**config.mk**
```make
export PLATFORM = sky130hd
export DESIGN_NAME = baud_frac_gen
export DESIGN_NICKNAME = d
export VERILOG_FILES = /design/src/rtl/baud_frac_pkg.sv /design/src/rtl/baud_frac_pattern.sv /design/src/rtl/baud_seg_counter.sv /design/src/rtl/baud_bit_sequencer.sv /design/src/rtl/baud_frac_gen.sv
export SDC_FILE = /design/constraint.sdc
export NUM_CORES = 1
export LEC_CHECK = 0
export BUFFER_PORTS_ARGS = -buffer_cell sky130_fd_sc_hd__clkbuf_2
export CELL_PAD_IN_SITES_DETAIL_PLACEMENT = 1
export CELL_PAD_IN_SITES_GLOBAL_PLACEMENT = 2
export CORE_MARGIN = 2
export CORE_UTILIZATION = 41
export DETAILED_ROUTE_END_ITERATION = 8
export PLACE_DENSITY_LB_ADDON = 0.1
export SYNTH_ARGS = -nofsm -noshare
export SYNTH_HDL_FRONTEND = slang
export SYNTH_SLANG_ARGS = --single-unit
```
**constraint.sdc**
```tcl
create_clock -name clk -period 22.9 [get_ports clk]
set_input_delay 1.145 -clock clk [delete_from_list [all_inputs] [get_ports clk]]
set_output_delay 1.145 -clock clk [all_outputs]
set_load 0.02 [all_outputs]
```
**src/rtl/baud_frac_pkg.sv**
```systemverilog
`timescale 1ns/1ps
package baud_frac_pkg;

  typedef enum logic {
    MODE_LOWFREQ   = 1'b0,
    MODE_OVERSAMPLE = 1'b1
  } baud_mode_e;

  // Number of stretch cycles owed to slot j when f of n slots are stretched:
  // evenly spread, exactly f ones across n slots.
  function automatic int unsigned slot_stretch(input int unsigned f,
                                               input int unsigned j,
                                               input int unsigned n);
    return ((j + 1) * f) / n - (j * f) / n;
  endfunction

  // Prescale floor: zero would stall the counter, so it acts as one.
  function automatic int unsigned clamp_prescale(input int unsigned p);
    return (p == 0) ? 1 : p;
  endfunction

endpackage

```
**src/rtl/baud_frac_pattern.sv**
```systemverilog
`timescale 1ns/1ps
module baud_frac_pattern #(
  parameter int SLOTS  = 16,
  parameter int SLOT_W = $clog2(SLOTS)
) (
  input  logic [SLOT_W-1:0] frac_sel,
  output logic [SLOTS-1:0]  stretch_map
);
  import baud_frac_pkg::*;

  for (genvar j = 0; j < SLOTS; j++) begin : g_slot
    assign stretch_map[j] =
      (slot_stretch(32'(frac_sel), 32'(j), 32'(SLOTS)) != 32'd0);
  end

endmodule

```
**src/rtl/baud_seg_counter.sv**
```systemverilog
`timescale 1ns/1ps
module baud_seg_counter #(
  parameter int CNT_W = 17
) (
  input  logic             clk,
  input  logic             rst_n,
  input  logic             restart,
  input  logic             run,
  input  logic [CNT_W-1:0] seg_len,
  output logic             seg_last,
  output logic [CNT_W-1:0] count
);
  logic [CNT_W-1:0] cnt_q;

  assign seg_last = run && (cnt_q == seg_len - 1'b1);
  assign count    = cnt_q;

  always_ff @(posedge clk) begin
    if (!rst_n || restart) begin
      cnt_q <= '0;
    end else if (run) begin
      if (seg_last) cnt_q <= '0;
      else          cnt_q <= cnt_q + 1'b1;
    end
  end

endmodule

```
**src/rtl/baud_bit_sequencer.sv**
```systemverilog
`timescale 1ns/1ps
module baud_bit_sequencer #(
  parameter int SLOTS  = 16,
  parameter int SLOT_W = $clog2(SLOTS),
  parameter int PAT_W  = 8,
  parameter int BIDX_W = (PAT_W > 1) ? $clog2(PAT_W) : 1
) (
  input  logic              clk,
  input  logic              rst_n,
  input  logic              restart,
  input  logic              os_mode,
  input  logic              seg_last,
  input  logic              extra_due,
  output logic [SLOT_W-1:0] slot,
  output logic [BIDX_W-1:0] bit_idx,
  output logic              in_extra,
  output logic              sample_evt,
  output logic              bit_evt
);
  import baud_frac_pkg::*;

  localparam logic [SLOT_W-1:0] LAST_SLOT = SLOT_W'(SLOTS - 1);
  localparam logic [BIDX_W-1:0] LAST_BIT  = BIDX_W'(PAT_W - 1);

  baud_mode_e         mode;
  logic [SLOT_W-1:0]  slot_q;
  logic [BIDX_W-1:0]  bit_q;
  logic               extra_q;
  logic               slot_last;
  logic               enter_extra;

  assign mode      = baud_mode_e'(os_mode);
  assign slot_last = (slot_q == LAST_SLOT);

  always_comb begin
    sample_evt  = 1'b0;
    bit_evt     = 1'b0;
    enter_extra = 1'b0;
    if (mode == MODE_LOWFREQ) begin
      bit_evt = seg_last;
    end else if (extra_q) begin
      bit_evt = seg_last;
    end else begin
      sample_evt  = seg_last;
      bit_evt     = seg_last && slot_last && !extra_due;
      enter_extra = seg_last && slot_last && extra_due;
    end
  end

  always_ff @(posedge clk) begin
    if (!rst_n || restart) begin
      slot_q  <= '0;
      bit_q   <= '0;
      extra_q <= 1'b0;
    end else if (bit_evt) begin
      slot_q  <= '0;
      extra_q <= 1'b0;
      bit_q   <= (bit_q == LAST_BIT) ? '0 : bit_q + 1'b1;
    end else if (enter_extra) begin
      extra_q <= 1'b1;
    end else if (sample_evt) begin
      slot_q  <= slot_q + 1'b1;
    end
  end

  assign slot     = slot_q;
  assign bit_idx  = bit_q;
  assign in_extra = extra_q;

endmodule

```
**src/rtl/baud_frac_gen.sv**
```systemverilog
`timescale 1ns/1ps
module baud_frac_gen #(
  parameter int PRESCALE_W = 16,
  parameter int SLOTS      = 16,
  parameter int PAT_W      = 8,
  parameter int SLOT_W     = $clog2(SLOTS),
  parameter int BIDX_W     = (PAT_W > 1) ? $clog2(PAT_W) : 1
) (
  input  logic                  clk,
  input  logic                  rst_n,
  input  logic                  enable,
  input  logic                  restart,
  input  logic                  os_mode,
  input  logic [PRESCALE_W-1:0] prescale,
  input  logic [SLOT_W-1:0]     frac_sel,
  input  logic [PAT_W-1:0]      bit_pattern,
  output logic                  sample_tick,
  output logic                  bit_tick
);
  import baud_frac_pkg::*;

  localparam int CNT_W = PRESCALE_W + 1;

  // Named internal events, brought out for the bound checker.
  logic                  run;
  logic [PRESCALE_W-1:0] p_eff;
  logic [SLOTS-1:0]      stretch_map;
  logic [SLOT_W-1:0]     slot_idx;
  logic [BIDX_W-1:0]     bit_idx;
  logic                  in_extra;
  logic                  cur_extra;
  logic                  cur_stretch;
  logic [CNT_W-1:0]      seg_len;
  logic [CNT_W-1:0]      seg_count;
  logic                  seg_last;
  logic                  sample_evt;
  logic                  bit_evt;

  assign run         = enable && !restart;
  assign p_eff       = PRESCALE_W'(clamp_prescale(32'(prescale)));
  assign cur_extra   = bit_pattern[bit_idx];
  assign cur_stretch = stretch_map[slot_idx];

  always_comb begin
    if (baud_mode_e'(os_mode) == MODE_LOWFREQ)
      seg_len = {1'b0, p_eff} + CNT_W'(cur_extra);
    else if (in_extra)
      seg_len = CNT_W'(1);
    else
      seg_len = {1'b0, p_eff} + CNT_W'(cur_stretch);
  end

  baud_frac_pattern #(
    .SLOTS (SLOTS),
    .SLOT_W(SLOT_W)
  ) pattern_i (
    .frac_sel   (frac_sel),
    .stretch_map(stretch_map)
  );

  baud_seg_counter #(
    .CNT_W(CNT_W)
  ) counter_i (
    .clk     (clk),
    .rst_n   (rst_n),
    .restart (restart),
    .run     (run),
    .seg_len (seg_len),
    .seg_last(seg_last),
    .count   (seg_count)
  );

  baud_bit_sequencer #(
    .SLOTS (SLOTS),
    .SLOT_W(SLOT_W),
    .PAT_W (PAT_W),
    .BIDX_W(BIDX_W)
  ) seq_i (
    .clk       (clk),
    .rst_n     (rst_n),
    .restart   (restart),
    .os_mode   (os_mode),
    .seg_last  (seg_last),
    .extra_due (cur_extra),
    .slot      (slot_idx),
    .bit_idx   (bit_idx),
    .in_extra  (in_extra),
    .sample_evt(sample_evt),
    .bit_evt   (bit_evt)
  );

  assign sample_tick = sample_evt;
  assign bit_tick    = bit_evt;

endmodule

```
==> results.ini <==
[run_status]
status = finished, final reports clean

[logic_synthesis]
synth_ff_type = dfxtp_1
yosysMostFrequentCell = ha_1
yosysSeqAreaShare = 0.0987
synth_cell_types = 77
synth_area_leaders = ha_1, dfxtp_1, xnor2_1, fa_1, a21oi_1
synth_area_per_cell_sq_um = 7.83
yosys.area.top_type = ha_1
netlist.area_leader.share = 0.202
ys_seq_elements = 25
synth_commonest_cells = ha_1, inv_1, nor2_1
synth_nets = 775
async_flop_share = 0
netlist_area_sq_um = 5070
synth_edf_count = 0
synth_cells = 647
yosysWarnings = 0

[power_and_ir_drop]
seq_power_share = 0.210
peakVddDrop_mv = 0.0271
leakage_uw = 0.00215
switching_share = 0.433
clkPwrFrac = 0.190
p_sw_uw = 90.1
p_int_uw = 118
p_comb_frac = 0.600
powerDensity_nw_per_um2 = 38.5

[route]
wl_per_cell_um = 18.5
drc_errors = 0
antenna_left = 0
dr.pass1.iters = 5
via_per_inst = 5.90
drt_iter0_markers = 437
routed-via-count = 4863
wl_mm = 15.2

[timing]
fin_crit_sh = 0.495
fmax_mhz = 88.3
setup_ws_ns = 11.57
finalSetupTns_ns = 0
slew_headroom = 0.289
tightest_slew_ns = 1.07
slew_viol_final = 0
hold_viol = 0
setup_viol = 0
min_period_ns = 11.33
rsz0062_at_grt = no
skew_ns = 0.00438

[setup_path]
slowest_delay_ns = 0.66
crit_top_cell = ha_1
setup.worst_path.end_class = primary output
crit_slowest_cell = a222oi_1
arrival_ns = 10.18
startpoint_type = primary input
worst-path-max-fanout = 15
crit_required_ns = 21.76
crit_type = in2out

[clock_network]
worst_skew_pair.late_latency_ns = 0.26
cts_resized = 0
clock-sinks = 25
cts_buffer_depth = 2
cts_buffers = 3
htree_levels = 1
cts_tree = built
cts.clk_slew.worst_paths_ns = 0.06
cts_setup_buffers = 0
cts_hold_buf = 0
cts_root_buffer = clkbuf_16

[cells_and_area]
nFillCells = 1510
diodes = 0
drive_gt1_frac = 0.0899
seq_area_sq_um = 500
final_nets = 785
syn_to_final_growth_pct = 6.71
fin_util = 0.448
multiInputGateArea_sq_um = 4250
fin_cells = 824

[floorplan]
die_area_sq_um = 13300
initial_core_util = 0.420
die_h_um = 115
core_area_sq_um = 12100
pin_count = 35
fp.dieW_um = 115
rows = 40

[global_route]
grt_max_degree = 30
first_global_vias = 4934
grt_antenna_before_repair = 0
grt_overflow = 0
grt_pass1_wl_mm = 25.8
grt.total_usage = 0.240

[placement]
gp_congestion = 0.858
port_buffers = 34
dpl.hpwl_mm = 12.6
dp.cells = 820
place_ws_ns = 11.66

[hold_path]
hp-class = reg2reg

[job]
max_cap_violations = 0

-- power by group through the flow --
| stage | registers, uW | logic [uW] | clock network [uW] |
|---|---|---|---|
| 2_1_floorplan | 44.6 | 89.2 | 0 |
| 3_3_place_gp | 44.7 | 117 | 0 |
| 3_5_place_dp | 44.7 | 124 | 0 |
| 4_1_cts | 43.7 | 125 | 40.5 |
| 5_1_grt | 43.7 | 142 | 42.0 |
| 6_report | 43.7 | 125 | 39.6 |
-- final cells by class --
class	count	share of cell area
Timing Repair Buffer	34	0.0315
Inverter	53	0.0368
Multi-Input combinational cell	540	0.786
Tap cell	168	0.0389
Clock buffer	4	0.0146
Sequential cell	25	0.0925
-- cell families after synthesis --
kind of cell               Yosys count  share of synthesized area
AOI/OAI and AO/OA                  153                      0.207
xor gates and xnor gates            62                      0.107
adders and majority gates           95                      0.254
buffers and inverters               82                     0.0627
DFF                                 25                     0.0987
muxes                               12                     0.0304
and+or+nand+nor                    218                      0.241
-- worst max-delay path: cells and delay by family --
kind | cells | cell delay [ns]
compound gates | 14 | 3.03
xor+xnor | 1 | 0.17
fa+ha+maj | 6 | 2.29
buf+inv | 5 | 1.00
simple gates | 9 | 2.54
-- through the flow --
stage / total power (uW) / cell area (sq um) / hold WS [ns]
global route: 228 / 5410 / 0.546
CTS: 209 / 5410 / 0.519
finish: 208 / 5410 / 0.508
detailed placement: 169 / 5330 / 0.512
floorplan: 134 / 5070 / 0.466
global placement: 162 / 5330 / 0.490
-- worst paths after layout --
kind                          from                  end  slack [ns]  depth (start not counted)
hold reg to reg   seq_i.bit_idx[2]     seq_i.bit_idx[2]        0.51                          2
setup / recovery       frac_sel[2]             bit_tick       11.57                         35
hold / removal    seq_i.bit_idx[2]     seq_i.bit_idx[2]        0.51                          2
setup reg to reg     seq_i.slot[0]  counter_i.count[12]       16.48                         18
-- flip-flops by register name (all words and copies together), names as in the netlist --
signal	cells
seq_i.in_extra	1
seq_i.bit_idx	3
seq_i.slot	4
counter_i.count	17
-- per-layer routing --
metal / global-route usage / up-vias / wire length (um)
li1: - / 2415 / -
met1: 0.381 / 2361 / 8130
met2: 0.366 / 77 / 6510
met3: 0.00896 / 10 / 458
met4: 0.0337 / 0 / 136
met5: 0 / - / 0
-- placed cells by master (no fill, tap or decap), types with 4 or more instances in the layout --
cell type	Yosys	layout
xnor2_1	44	44
nor3b_1	9	9
nor2b_1	8	8
nor3_1	18	18
o21bai_1	5	5
nand4_1	26	26
o211ai_1	7	7
nor2_1	45	45
nand2b_1	16	16
or4_1	4	4
or3_1	6	6
fa_1	13	13
clkbuf_2	0	34
dfxtp_1	25	25
o311ai_0	4	4
ha_1	82	82
nand2_1	26	26
o21ai_0	21	21
o31ai_1	10	10
inv_1	53	53
a31oi_1	14	14
xor2_1	18	18
nor4_1	10	10
nand3_1	20	20
and3_1	6	6
a21o_1	4	4
mux2i_1	6	6
a21oi_1	40	40
Note: power is estimated with default switching activity, not from simulation.
